--- src/rtl/cbm_pkg.sv ---
package cbm_pkg;
  localparam int CPU_AW  = 13;
  localparam int PHYS_AW = 17;
  localparam int RAM_AW  = 15;
  localparam int NUM_W   = 8;
  localparam int N_REG   = 3;

  typedef enum logic [1:0] {
    RG_LOW = 2'd0,
    RG_MID = 2'd1,
    RG_UP  = 2'd2,
    RG_FIX = 2'd3
  } region_e;

  typedef struct packed {
    logic             is_ram;
    logic [NUM_W-1:0] num;
  } bank_t;

  function automatic region_e region_of(input logic [11:0] off);
    if (!off[11])                 return RG_LOW;
    else if (off[10:9] != 2'b11)  return RG_MID;
    else if (!off[8])             return RG_UP;
    else                          return RG_FIX;
  endfunction

  function automatic logic [PHYS_AW-1:0] rom_phys(input region_e r, input bank_t b,
                                                  input logic [11:0] off);
    case (r)
      RG_LOW:  return (PHYS_AW'(b.num) << 11) | PHYS_AW'(off[10:0]);
      RG_MID:  return 17'h18000 + (PHYS_AW'(b.num) << 11) + PHYS_AW'(off[10:0]);
      RG_UP:   return 17'h10000 | (PHYS_AW'(b.num) << 8) | PHYS_AW'(off[7:0]);
      default: return {9'h1FF, off[7:0]};
    endcase
  endfunction

  function automatic logic [RAM_AW-1:0] ram_phys(input region_e r, input bank_t b,
                                                 input logic [11:0] off);
    if (r == RG_UP) return (RAM_AW'(b.num) << 8) | RAM_AW'(off[7:0]);
    else            return (RAM_AW'(b.num) << 11) | RAM_AW'(off[10:0]);
  endfunction
endpackage

--- src/rtl/cbm_hotspot.sv ---
module cbm_hotspot
  import cbm_pkg::*;
(
  input  logic              valid,
  input  logic [CPU_AW-1:0] addr,
  output logic [N_REG-1:0]  hit,
  output bank_t             val
);
  always_comb begin
    hit = '0;
    val = '0;
    if (valid && !addr[12]) begin
      case (addr[11:8])
        4'hE: begin
          if (addr[7:5] == 3'b000) begin
            hit[RG_LOW] = 1'b1;
            val = '{is_ram: 1'b0, num: {3'b000, addr[4:0]}};
          end else if (addr[7:4] == 4'h4) begin
            hit[RG_LOW] = 1'b1;
            val = '{is_ram: 1'b1, num: {4'h0, addr[3:0]}};
          end
        end
        4'hF: begin
          if (addr[7:4] == 4'h1) begin
            hit[RG_MID] = 1'b1;
            val = '{is_ram: 1'b0, num: {4'h0, addr[3:0]}};
          end else if (addr[7:4] == 4'h4) begin
            hit[RG_MID] = 1'b1;
            val = '{is_ram: 1'b1, num: {4'h0, addr[3:0]}};
          end
        end
        4'hC: begin
          hit[RG_UP] = 1'b1;
          val = '{is_ram: 1'b0, num: addr[7:0]};
        end
        4'hD: begin
          if (!addr[7]) begin
            hit[RG_UP] = 1'b1;
            val = '{is_ram: 1'b1, num: {1'b0, addr[6:0]}};
          end
        end
        default: ;
      endcase
    end
  end
endmodule

--- src/rtl/cbm_bank_reg.sv ---
module cbm_bank_reg
  import cbm_pkg::*;
#(
  parameter bank_t RST_VAL = '0
) (
  input  logic  clk,
  input  logic  rst_n,
  input  logic  ld,
  input  bank_t d,
  output bank_t q
);
  always_ff @(posedge clk or negedge rst_n) begin
    if (!rst_n)  q <= RST_VAL;
    else if (ld) q <= d;
  end
endmodule

--- src/rtl/cbm_xlate.sv ---
module cbm_xlate
  import cbm_pkg::*;
#(
  parameter int ROM_AW = 17
) (
  input  logic              valid,
  input  logic              wr,
  input  logic [CPU_AW-1:0] addr,
  input  bank_t             bank_low,
  input  bank_t             bank_mid,
  input  bank_t             bank_up,
  output logic [ROM_AW-1:0] rom_addr,
  output logic              rom_cs,
  output logic [RAM_AW-1:0] ram_addr,
  output logic              ram_cs,
  output logic              ram_we
);
  region_e            rg;
  bank_t              sel;
  logic               in_win;
  logic [PHYS_AW-1:0] rom_full;

  always_comb begin
    rg     = region_of(addr[11:0]);
    in_win = valid && addr[12];
    case (rg)
      RG_LOW:  sel = bank_low;
      RG_MID:  sel = bank_mid;
      RG_UP:   sel = bank_up;
      default: sel = '0;
    endcase
    rom_full = rom_phys(rg, sel, addr[11:0]);
    ram_addr = ram_phys(rg, sel, addr[11:0]);
    ram_cs   = in_win && (rg != RG_FIX) && sel.is_ram;
    rom_cs   = in_win && !ram_cs;
    ram_we   = ram_cs && wr;
    rom_addr = ROM_AW'(rom_full);
  end
endmodule

--- src/rtl/cart_bank_mapper.sv ---
module cart_bank_mapper
  import cbm_pkg::*;
#(
  parameter int ROM_AW = 17
) (
  input  logic              clk,
  input  logic              rst_n,
  input  logic              bus_valid,
  input  logic              bus_wr,
  input  logic [12:0]       bus_addr,
  output logic [ROM_AW-1:0] rom_addr,
  output logic              rom_cs,
  output logic [14:0]       ram_addr,
  output logic              ram_cs,
  output logic              ram_we
);
  logic [N_REG-1:0] hs_sel;
  logic             hs_any;
  bank_t            hs_val;
  bank_t            bank_q [N_REG];
  bank_t            bank_low, bank_mid, bank_up;

  cbm_hotspot u_hot (
    .valid (bus_valid),
    .addr  (bus_addr),
    .hit   (hs_sel),
    .val   (hs_val)
  );

  assign hs_any = |hs_sel;

  for (genvar g = 0; g < N_REG; g++) begin : g_reg
    cbm_bank_reg #(.RST_VAL('0)) u_reg (
      .clk   (clk),
      .rst_n (rst_n),
      .ld    (hs_sel[g]),
      .d     (hs_val),
      .q     (bank_q[g])
    );
  end

  assign bank_low = bank_q[RG_LOW];
  assign bank_mid = bank_q[RG_MID];
  assign bank_up  = bank_q[RG_UP];

  cbm_xlate #(.ROM_AW(ROM_AW)) u_xl (
    .valid    (bus_valid),
    .wr       (bus_wr),
    .addr     (bus_addr),
    .bank_low (bank_low),
    .bank_mid (bank_mid),
    .bank_up  (bank_up),
    .rom_addr (rom_addr),
    .rom_cs   (rom_cs),
    .ram_addr (ram_addr),
    .ram_cs   (ram_cs),
    .ram_we   (ram_we)
  );
endmodule

--- config.mk ---
export PLATFORM = sky130hd
export DESIGN_NAME = cart_bank_mapper
export DESIGN_NICKNAME = d
export VERILOG_FILES = /design/src/rtl/cbm_pkg.sv /design/src/rtl/cbm_hotspot.sv /design/src/rtl/cbm_bank_reg.sv /design/src/rtl/cbm_xlate.sv /design/src/rtl/cart_bank_mapper.sv
export SDC_FILE = /design/constraint.sdc
export NUM_CORES = 1
export LEC_CHECK = 0
export CAP_MARGIN = 20
export CORE_AREA = 2 2 53 92
export DETAILED_ROUTE_END_ITERATION = 8
export DIE_AREA = 0 0 55 94
export GPL_ROUTABILITY_DRIVEN = 0
export HOLD_SLACK_MARGIN = 0.12
export MAX_ROUTING_LAYER = met4
export SETUP_SLACK_MARGIN = 0.15
export SLEW_MARGIN = 10
export SYNTH_ARGS = -nofsm -noshare
export SYNTH_HDL_FRONTEND = slang
export SYNTH_SLANG_ARGS = --single-unit
--- constraint.sdc ---
create_clock -name clk -period 1.9 [get_ports clk]
set_clock_uncertainty 0.1 [all_clocks]
set_input_delay 0.38 -clock clk [delete_from_list [all_inputs] [get_ports clk]]
set_output_delay 0.38 -clock clk [all_outputs]
set_load 0.05 [all_outputs]
==> reports/metrics.yaml, run 1 <==
sta:
  maxSlewViolCount: 0
  hold_violations: 0
  finalCriticalPeriod_ps: 1910
  fin_crit_sh: 1.01
  setup_viol: 1
  worstMarginPinSlew_ps: 313
  hold_slack_ps: 381
  finalWorstSetupSlack_ps: -14.4
  max_freq_mhz: 522
  slew_headroom: 0.789
  rsz0062_at_grt: "true"
grt:
  grt_max_degree: 24
  track_usage: 0.207
  grt-ovfl-total: 0
  first_global_vias: 1594
  antenna_found_initial: 0
  grt_pass1_wl_um: 7690
setup_path:
  rrSetupSlack_ps: 990
  cpPeakStageDelay_ps: 360
  slowest_stage: "dfrtp_1"
  worstSetupStartpointType: "flip-flop"
  worstSetupEndpointType: "output pin"
  cp.required_ps: 1420
  crit_type: "reg -> out"
  cp-startpoint: "g_reg[1].u_reg.q[8]"
  path_max_fanout: 3
  reg2reg_depth: 2
  rr_startpoint: "g_reg[2].u_reg.q[7]"
  crit_chain: "a21bo_4, a31oi_4, and4_4, buf_12"
  cp.arrival_ps: 1430
  reg2reg_to: "g_reg[2].u_reg.q[7]"
power:
  switchingPower_mw: 0.508
  combPwrFrac: 0.436
  cellPowerDensity_mw_per_mm2: 483
  p_seq_frac: 0.362
  swShare: 0.340
  p_clk_frac: 0.203
  ir_worst_vdd_uv: 371
  leakage_nw: 1.38
  internal_power_mw: 0.988
routing:
  wirelength_um: 4960
  first_iter_violations: 14
  wire_per_inst_um: 17.5
  drtAntennaViolNets: 0
  first_pass_iters: 4
  vias_per_cell: 5.32
  num_vias: 1505
  drc: 0
synthesis:
  synth_ff_type: "dfrtp_1"
  async_reset_ff_frac: 1.00
  syn_nets: 168
  syn_area_mm2: 0.00150
  ys_seq_area_frac: 0.383
  synthCells: 151
  synth_warnings: 0
  synth_cell_types: 39
  synth-seq-cells: 23
  synth_edf_count: 0
  avgSynthCellArea_um2: 9.95
outcome:
  status: "finished, violations left"
  failed_checks: "setup timing"
finish:
  drive_gt1_frac: 0.651
  area_growth_pct: 106
  stdcell_area_mm2: 0.00310
  top_register: "g.u_reg.q"
  nNetsFinal: 250
  diodes: 0
  top_regs: "g.u_reg.q (23)"
  largest_reg_flops: 23
run:
  cap_violations: 0
floorplan:
  die_y_um: 94
  core_area_mm2: 0.00440
  num_io_pins: 52
  die-area_mm2: 0.00517
  fp.dieW_um: 55
  row_count: 32
  start_util: 0.341
clock_network:
  clk_pin_slew_ps: 80
  cts.sinks: 23
  cts_root_buffer: "clkbuf_8"
  cts_max_level: 1
  cts_tree: "done"
  hold_buffers: 0
  clkLatencyLatePin_ps: 260
  cts_buffers: 3
  clockBufferDepth: 2
placement:
  postPlaceCellArea_mm2: 0.00268
  dp_hpwl_um: 3550
  numPortBuffers: 51
hold_path:
  hold_path.class: "in -> async"
[logic make-up (layout without fill, tap and decap cells)]
family / count (synthesis) / in the layout / synth area share
multiplexers: 19 / 19 / 0.154
XOR/XNOR: 2 / 2 / 0.0117
AO/OA/AOI/OAI: 31 / 31 / 0.167
flip-flops: 23 / 23 / 0.383
AND/OR/NAND/NOR: 43 / 44 / 0.171
buffers and inverters: 33 / 113 / 0.114
[cell usage after synthesis (2+ instances only)]
| cell type | number | area [um2] |
|---|---|---|
| nand4_1 | 4 | 25.0 |
| nand2b_1 | 2 | 12.5 |
| o31a_1 | 4 | 35.0 |
| mux2_2 | 13 | 146 |
| clkbuf_1 | 16 | 60.1 |
| a31oi_1 | 6 | 37.5 |
| nor2_1 | 9 | 33.8 |
| buf_4 | 9 | 67.6 |
| mux2_4 | 5 | 75.1 |
| a21o_1 | 4 | 30.0 |
| nor4_1 | 2 | 12.5 |
| inv_1 | 6 | 22.5 |
| nor2b_1 | 3 | 18.8 |
| o311ai_0 | 4 | 35.0 |
| dfrtp_1 | 23 | 576 |
| nand2_1 | 8 | 30.0 |
| and3_1 | 6 | 37.5 |
| o21ai_0 | 6 | 30.0 |
[layout by cell type, fill, tap and decap left out, drive strengths merged, types with 4 or more instances in the layout]
master,count
nor2,9
o21ai,6
nand2,9
mux2,18
o31a,4
nand4,4
and3,6
inv,5
clkdlybuf4s50,6
buf,95
clkbuf,4
o311ai,4
a31oi,6
dfrtp,23
a21o,4
[through the flow]
stage | TNS [ps] | util | power (mW) | setup WS, ps | std cells
final | -14.4 | 0.704 | 1.50 | -14.4 | 283
after global routing | -83.5 | 0.704 | 1.56 | -60.4 | 283
after CTS | -31.6 | 0.672 | 1.46 | -31.6 | 273
after detailed placement | -16360 | 0.608 | 1.11 | -569 | 260
after global placement | -15580 | 0.608 | 1.10 | -545 | 260
after floorplan | 0 | - | 0.865 | 19.5 | 151
[layout make-up]
type,count,area [um2]
sequential,23,576
multi-input combinational,96,1070
timing repair buffer,103,1320
fill,304,1310
clock buffer,4,45.0
inverter,6,26.3
tap,51,63.8
[worst max-delay path: cells and delay by family (launching register included)]
kind | cells | cell delay (ps)
AOI/OAI and AO/OA | 2 | 420
buffers and inverters | 1 | 130
and+or+nand+nor | 1 | 260
DFF | 1 | 360
[layer usage]
metal  GRT usage  share of wire  vias to the layer above
li1            -              -                      703
met1       0.241           0.37                      752
met2       0.354           0.58                       43
met3      0.0271          0.035                        7
met4      0.0691          0.015                        0
met5           -              0                        -
[repair_timing]
action                     in CTS  in global routing
pin swaps                      12                 11
hold endpoints to repair        0                  0
gates resized for setup        79                 15
gates cloned                    0                  1
setup buffers                   9                  9
setup endpoints to repair      42                 26
[power groups by stage]
stage / Clock (mW) / Sequential (mW) / Combinational (mW)
2_1_floorplan: 0 / 0.541 / 0.324
3_3_place_gp: 0 / 0.546 / 0.552
3_5_place_dp: 0 / 0.548 / 0.563
4_1_cts: 0.310 / 0.541 / 0.612
5_1_grt: 0.330 / 0.546 / 0.681
6_report: 0.303 / 0.541 / 0.652
[worst max path at each step]
| stage | endpoint | slack [ps] | cells past startpoint |
|---|---|---|---|
| after global placement | g_reg[0].u_reg.q[0] | -540 | 4 |
| after floorplan | g_reg[0].u_reg.q[0] | 20 | 4 |
| after global routing | ram_we | -60 | 4 |
| after CTS | ram_we | -30 | 4 |
| after detailed placement | g_reg[0].u_reg.q[2] | -570 | 4 |
| final | ram_we | -10 | 4 |
Note: power is estimated with default switching activity, not from simulation.
==> run 2, diff against run 1 <==
Clock period 1.9 ns to 2.3 ns, I/O delays scaled along.
==> run 2 against run 1 <==
The run now ends clean. Setup slack better by 270 ps. First-iteration DRC count up 7.1%. Sequential cell count unchanged. Utilization down 10 points. Critical endpoint unchanged. Final cell count down 6.0%. Critical path type is now in -> out. Register-to-register slack better by 420 ps.
==> reports/metrics.yaml, run 2 (synthesized netlist as in run 1, its figures left out) <==
setup_path:
  crit_chain: "buf_2, buf_4, nand4b_1, a31oi_4, and4_4, buf_12"
  reg2reg_depth: 1
  crit_buf_inv: 3
  rrSetupSlack_ps: 1410
  path_max_fanout: 4
  rr_startpoint: "g_reg[2].u_reg.q[4]"
  cp.required_ps: 1740
  crit_type: "in -> out"
  worstSetupStartpointType: "input pin"
  endpoint: "ram_we"
  cp_top_family: "simple AND/OR/NAND/NOR gates"
  cp-startpoint: "bus_addr[9]"
  crit_cells: 6
  cp.arrival_ps: 1480
  slowest_stage: "and4_4"
  cpPeakStageDelay_ps: 250
  reg2reg_to: "g_reg[2].u_reg.q[4]"
  worstSetupEndpointType: "output pin"
grt:
  grt_max_degree: 24
  grt-ovfl-total: 0
  track_usage: 0.199
  grt_pass1_wl_um: 7470
  first_global_vias: 1562
  antenna_found_initial: 0
finish:
  nNetsFinal: 233
  drive_gt1_frac: 0.563
  fin_cells: 266
  diodes: 0
  layout_commonest_cell: "buf_4"
  stdcell_area_mm2: 0.00264
  top_register: "g.u_reg.q"
  area_growth_pct: 75.9
  final_cell_mix: "buf_4 (39), buf_12 (28), dfrtp_1 (23)"
  top_regs: "g.u_reg.q (23)"
  largest_reg_flops: 23
routing:
  vias_per_cell: 5.27
  first_pass_iters: 4
  drc: 0
  wirelength_um: 4490
  drtAntennaViolNets: 0
  first_iter_violations: 15
  num_vias: 1402
  wire_per_inst_um: 16.9
sta:
  finalCriticalPeriod_ps: 2040
  hold_violations: 0
  worstMarginPinSlew_ps: 336
  slew_headroom: 0.773
  setup_viol: 0
  maxSlewViolCount: 0
  finalWorstSetupSlack_ps: 259
  rsz0062_at_grt: "false"
  max_freq_mhz: 490
  tns_ps: 0
  fin_crit_sh: 0.887
clock_network:
  cts_buffers: 3
  clockBufferDepth: 2
  clkLatencyLatePin_ps: 260
  cts_tree: "done"
  cts_max_level: 1
  cts.sinks: 23
  clk_pin_slew_ps: 90
  cts_root_buffer: "clkbuf_8"
floorplan:
  row_count: 32
  die-area_mm2: 0.00517
  start_util: 0.341
  die_y_um: 94
  fp.dieW_um: 55
  core_area_mm2: 0.00440
  num_io_pins: 52
placement:
  postPlaceCellArea_mm2: 0.00253
  pre_cts_slack_ps: -308
  post-place-cells: 259
  dp_hpwl_um: 3530
  numPortBuffers: 51
run:
  cap_violations: 0
power:
  p_total_mw: 1.15
  leakage_nw: 1.22
  cellPowerDensity_mw_per_mm2: 434
  ir_worst_vdd_uv: 256
outcome:
  status: "completed"
hold_path:
  hold_path.class: "reg -> reg"
[run 2: stage by stage]
step	utilization	hold WS [ps]
2_1_floorplan	-	64.4
3_3_place_gp	0.574	372
3_5_place_dp	0.574	394
4_1_cts	0.595	414
5_1_grt	0.600	437
6_report	0.600	413
[run 2: how the worst min path moves through the flow]
stage                   startpoint             endpoint  slack, ps  cells after the start
2_1_floorplan                rst_n  g_reg[0].u_reg.q[0]         60                      0
3_3_place_gp   g_reg[0].u_reg.q[5]  g_reg[0].u_reg.q[5]        370                      1
3_5_place_dp   g_reg[1].u_reg.q[8]  g_reg[1].u_reg.q[8]        390                      1
4_1_cts        g_reg[1].u_reg.q[8]  g_reg[1].u_reg.q[8]        410                      1
5_1_grt        g_reg[1].u_reg.q[8]  g_reg[1].u_reg.q[8]        440                      1
6_report       g_reg[1].u_reg.q[8]  g_reg[1].u_reg.q[8]        410                      1
[run 2: what timing repair did]
item / 4_1_cts / 5_1_grt
hold buffers: 0 / 0
pin swaps: 4 / 3
endpoints found under the setup margin: 29 / 12
buffers inserted: 1 / 2
gates resized for setup: 28 / 8
[run 2: final cells by class]
cell class / count / area, um2
fill: 394 / 1760
clock buffer: 3 / 41.3
inverter: 6 / 22.5
timing repair buffer: 87 / 1030
sequential: 23 / 576
tap: 51 / 63.8
clock inverter: 1 / 5.00
multi-input combinational: 95 / 901
[run 2: where the power goes]
group | switching, mW | total, mW | internal (mW)
Sequential | 0.0191 | 0.446 | 0.427
Combinational | 0.239 | 0.443 | 0.204
Clock | 0.136 | 0.257 | 0.121
[run 2: per-layer routing]
metal | routed length (um) | vias to the layer above | share of wire | GRT usage
met3 | 153 | 6 | 0.034 | 0.0255
met5 | 0 | - | 0 | -
met4 | 63 | 0 | 0.014 | 0.0610
met2 | 2580 | 43 | 0.57 | 0.343
met1 | 1690 | 686 | 0.38 | 0.230
li1 | - | 667 | - | -
==> run 3, diff against run 2 <==
Settings changed: CORE_AREA 2 2 53 92 to 2 2 46 80, DIE_AREA 0 0 55 94 to 0 0 48 82, PLACE_DENSITY set to 0.8, SLEW_MARGIN 10 to 30.
Clock period 2.3 ns to 2.6 ns, I/O delays scaled along.
==> run 3 against run 2 <==
Sequential power down 12%. Register-to-register slack gained 300 ps. Wire length down 2.9%. Critical path type unchanged. Largest cell class unchanged.
==> reports/metrics.yaml, run 3 (synthesized netlist as in run 1, its figures left out) <==
outcome:
  status: "completed"
power:
  ir_worst_vdd_uv: 365
  cellPowerDensity_mw_per_mm2: 411
  p_total_mw: 0.958
  leakage_nw: 1.09
clock_network:
  clockBufferDepth: 2
  cts_buffers: 3
  clkLatencyLatePin_ps: 260
  cts_tree: "done"
  post-cts-setup-buffers: 0
  clk_pin_slew_ps: 80
  cts.sinks: 23
  cts_max_level: 1
  hold_buffers: 0
  cts_root_buffer: "clkbuf_8"
finish:
  top_register: "g.u_reg.q"
  top_regs: "g.u_reg.q (23)"
  largest_reg_flops: 23
  layout_commonest_cell: "buf_4"
  diodes: 0
  drive_gt1_frac: 0.460
  final_cell_mix: "buf_4 (39), dfrtp_1 (23), buf_12 (19)"
  fillerInstances: 238
  area_growth_pct: 55.0
  fin_cells: 247
  final-seq-area_um2: 576
  multi_input_area_um2: 802
  nNetsFinal: 220
sta:
  rsz0062_at_grt: "false"
  hold_slack_ps: 398
  maxSlewViolCount: 0
  setup_viol: 0
  max_freq_mhz: 409
  finalWorstSetupSlack_ps: 153
  tns_ps: 0
  slew_headroom: 0.785
  hold_violations: 0
  fin_crit_sh: 0.941
  finalCriticalPeriod_ps: 2450
  worstMarginPinSlew_ps: 322
setup_path:
  cpPeakStageDelay_ps: 320
  worstSetupStartpointType: "input pin"
  crit_buf_inv: 3
  reg2reg_to: "g_reg[1].u_reg.q[1]"
  crit_type: "in -> out"
  cp_top_family: "buffers and inverters"
  slowest_stage: "mux2_2"
  worstSetupEndpointType: "output pin"
  cp.arrival_ps: 1830
  path_max_fanout: 10
  rrSetupSlack_ps: 1710
  crit_chain: "dlygate4sd2_1, buf_4, nor2_1, mux2i_1, mux2_2, buf_12"
  rr_startpoint: "g_reg[1].u_reg.q[1]"
  reg2reg_depth: 1
  cp.required_ps: 1980
grt:
  grt_max_degree: 24
  grt_pass1_wl_um: 6880
  track_usage: 0.255
  antenna_found_initial: 0
  grt-ovfl-total: 0
  first_global_vias: 1495
placement:
  pre_cts_slack_ps: -47.9
  dp_hpwl_um: 3320
  numPortBuffers: 51
  post-place-cells: 243
routing:
  drc: 0
  first_pass_iters: 4
  wirelength_um: 4360
  wire_per_inst_um: 17.6
  num_vias: 1425
  drtAntennaViolNets: 0
  first_iter_violations: 42
  vias_per_cell: 5.77
hold_path:
  hold_path.class: "reg -> reg"
  hold_path_depth: 1
  min-delay-start: "g_reg[0].u_reg.q[5]"
  hold_path_end: "g_reg[0].u_reg.q[5]"
floorplan:
  num_io_pins: 52
  core_area_mm2: 0.00333
  die_y_um: 82
  row_count: 28
  start_util: 0.452
  die-area_mm2: 0.00394
  fp.dieW_um: 48
run:
  cap_violations: 0
-- run 3: changes by cell type in the layout (fill, tap and decap cells not counted), moves of 2 or more --
| cell | before | now |
|---|---|---|
| o21ai_0 | 0 | 4 |
| nor2_1 | 7 | 9 |
| o21ai_2 | 6 | 1 |
| buf_6 | 4 | 0 |
| buf_12 | 28 | 19 |
| buf_2 | 3 | 0 |
| a31oi_2 | 0 | 6 |
| clkdlybuf4s50_1 | 8 | 12 |
| o311ai_2 | 3 | 0 |
| nor2_2 | 2 | 0 |
| a31oi_4 | 6 | 0 |
| o311ai_0 | 0 | 3 |
-- run 3: worst max path at each step --
stage	from	endpoint	slack [ps]	cells after the start
final	bus_addr[8]	rom_addr[15]	150	6
after global routing	bus_addr[8]	rom_addr[15]	160	6
after CTS	bus_addr[8]	rom_addr[15]	170	6
after detailed placement	bus_addr[9]	rom_addr[12]	-50	5
after global placement	bus_addr[9]	rom_addr[11]	-10	5
after floorplan	bus_addr[11]	rom_addr[11]	-70	3
-- run 3: layout make-up --
type / instances / share of cell area
Sequential cell: 23 / 0.247
Clock buffer: 4 / 0.0193
Timing Repair Buffer: 74 / 0.356
Multi-Input combinational cell: 95 / 0.344
Tap cell: 45 / 0.0242
Inverter: 6 / 0.00967
-- run 3: what timing repair did --
| action | CTS | global route |
|---|---|---|
| endpoints found under the setup margin | 19 | 1 |
| endpoints found under the hold margin | 0 | 0 |
| resized for setup | 6 | 1 |
-- run 3: where the power goes --
group,internal [mW],leakage (nW),switching (mW)
sequential,0.378,0.315,0.0162
clock,0.109,0.0228,0.107
combinational,0.148,0.750,0.200
total,0.635,1.09,0.323
-- run 3: layer usage --
layer | GRT usage | up-vias | part of all wire
li1 | - | 638 | -
met1 | 0.264 | 712 | 0.33
met2 | 0.421 | 58 | 0.58
met3 | 0.0571 | 17 | 0.056
met4 | 0.143 | 0 | 0.036
met5 | - | - | 0
-- run 3: stage by stage --
step | instance area, um2 | utilization
floorplan | 1540 | -
global placement | 2280 | 0.685
detailed placement | 2280 | 0.685
CTS | 2330 | 0.700
global route | 2330 | 0.700
finish | 2330 | 0.700
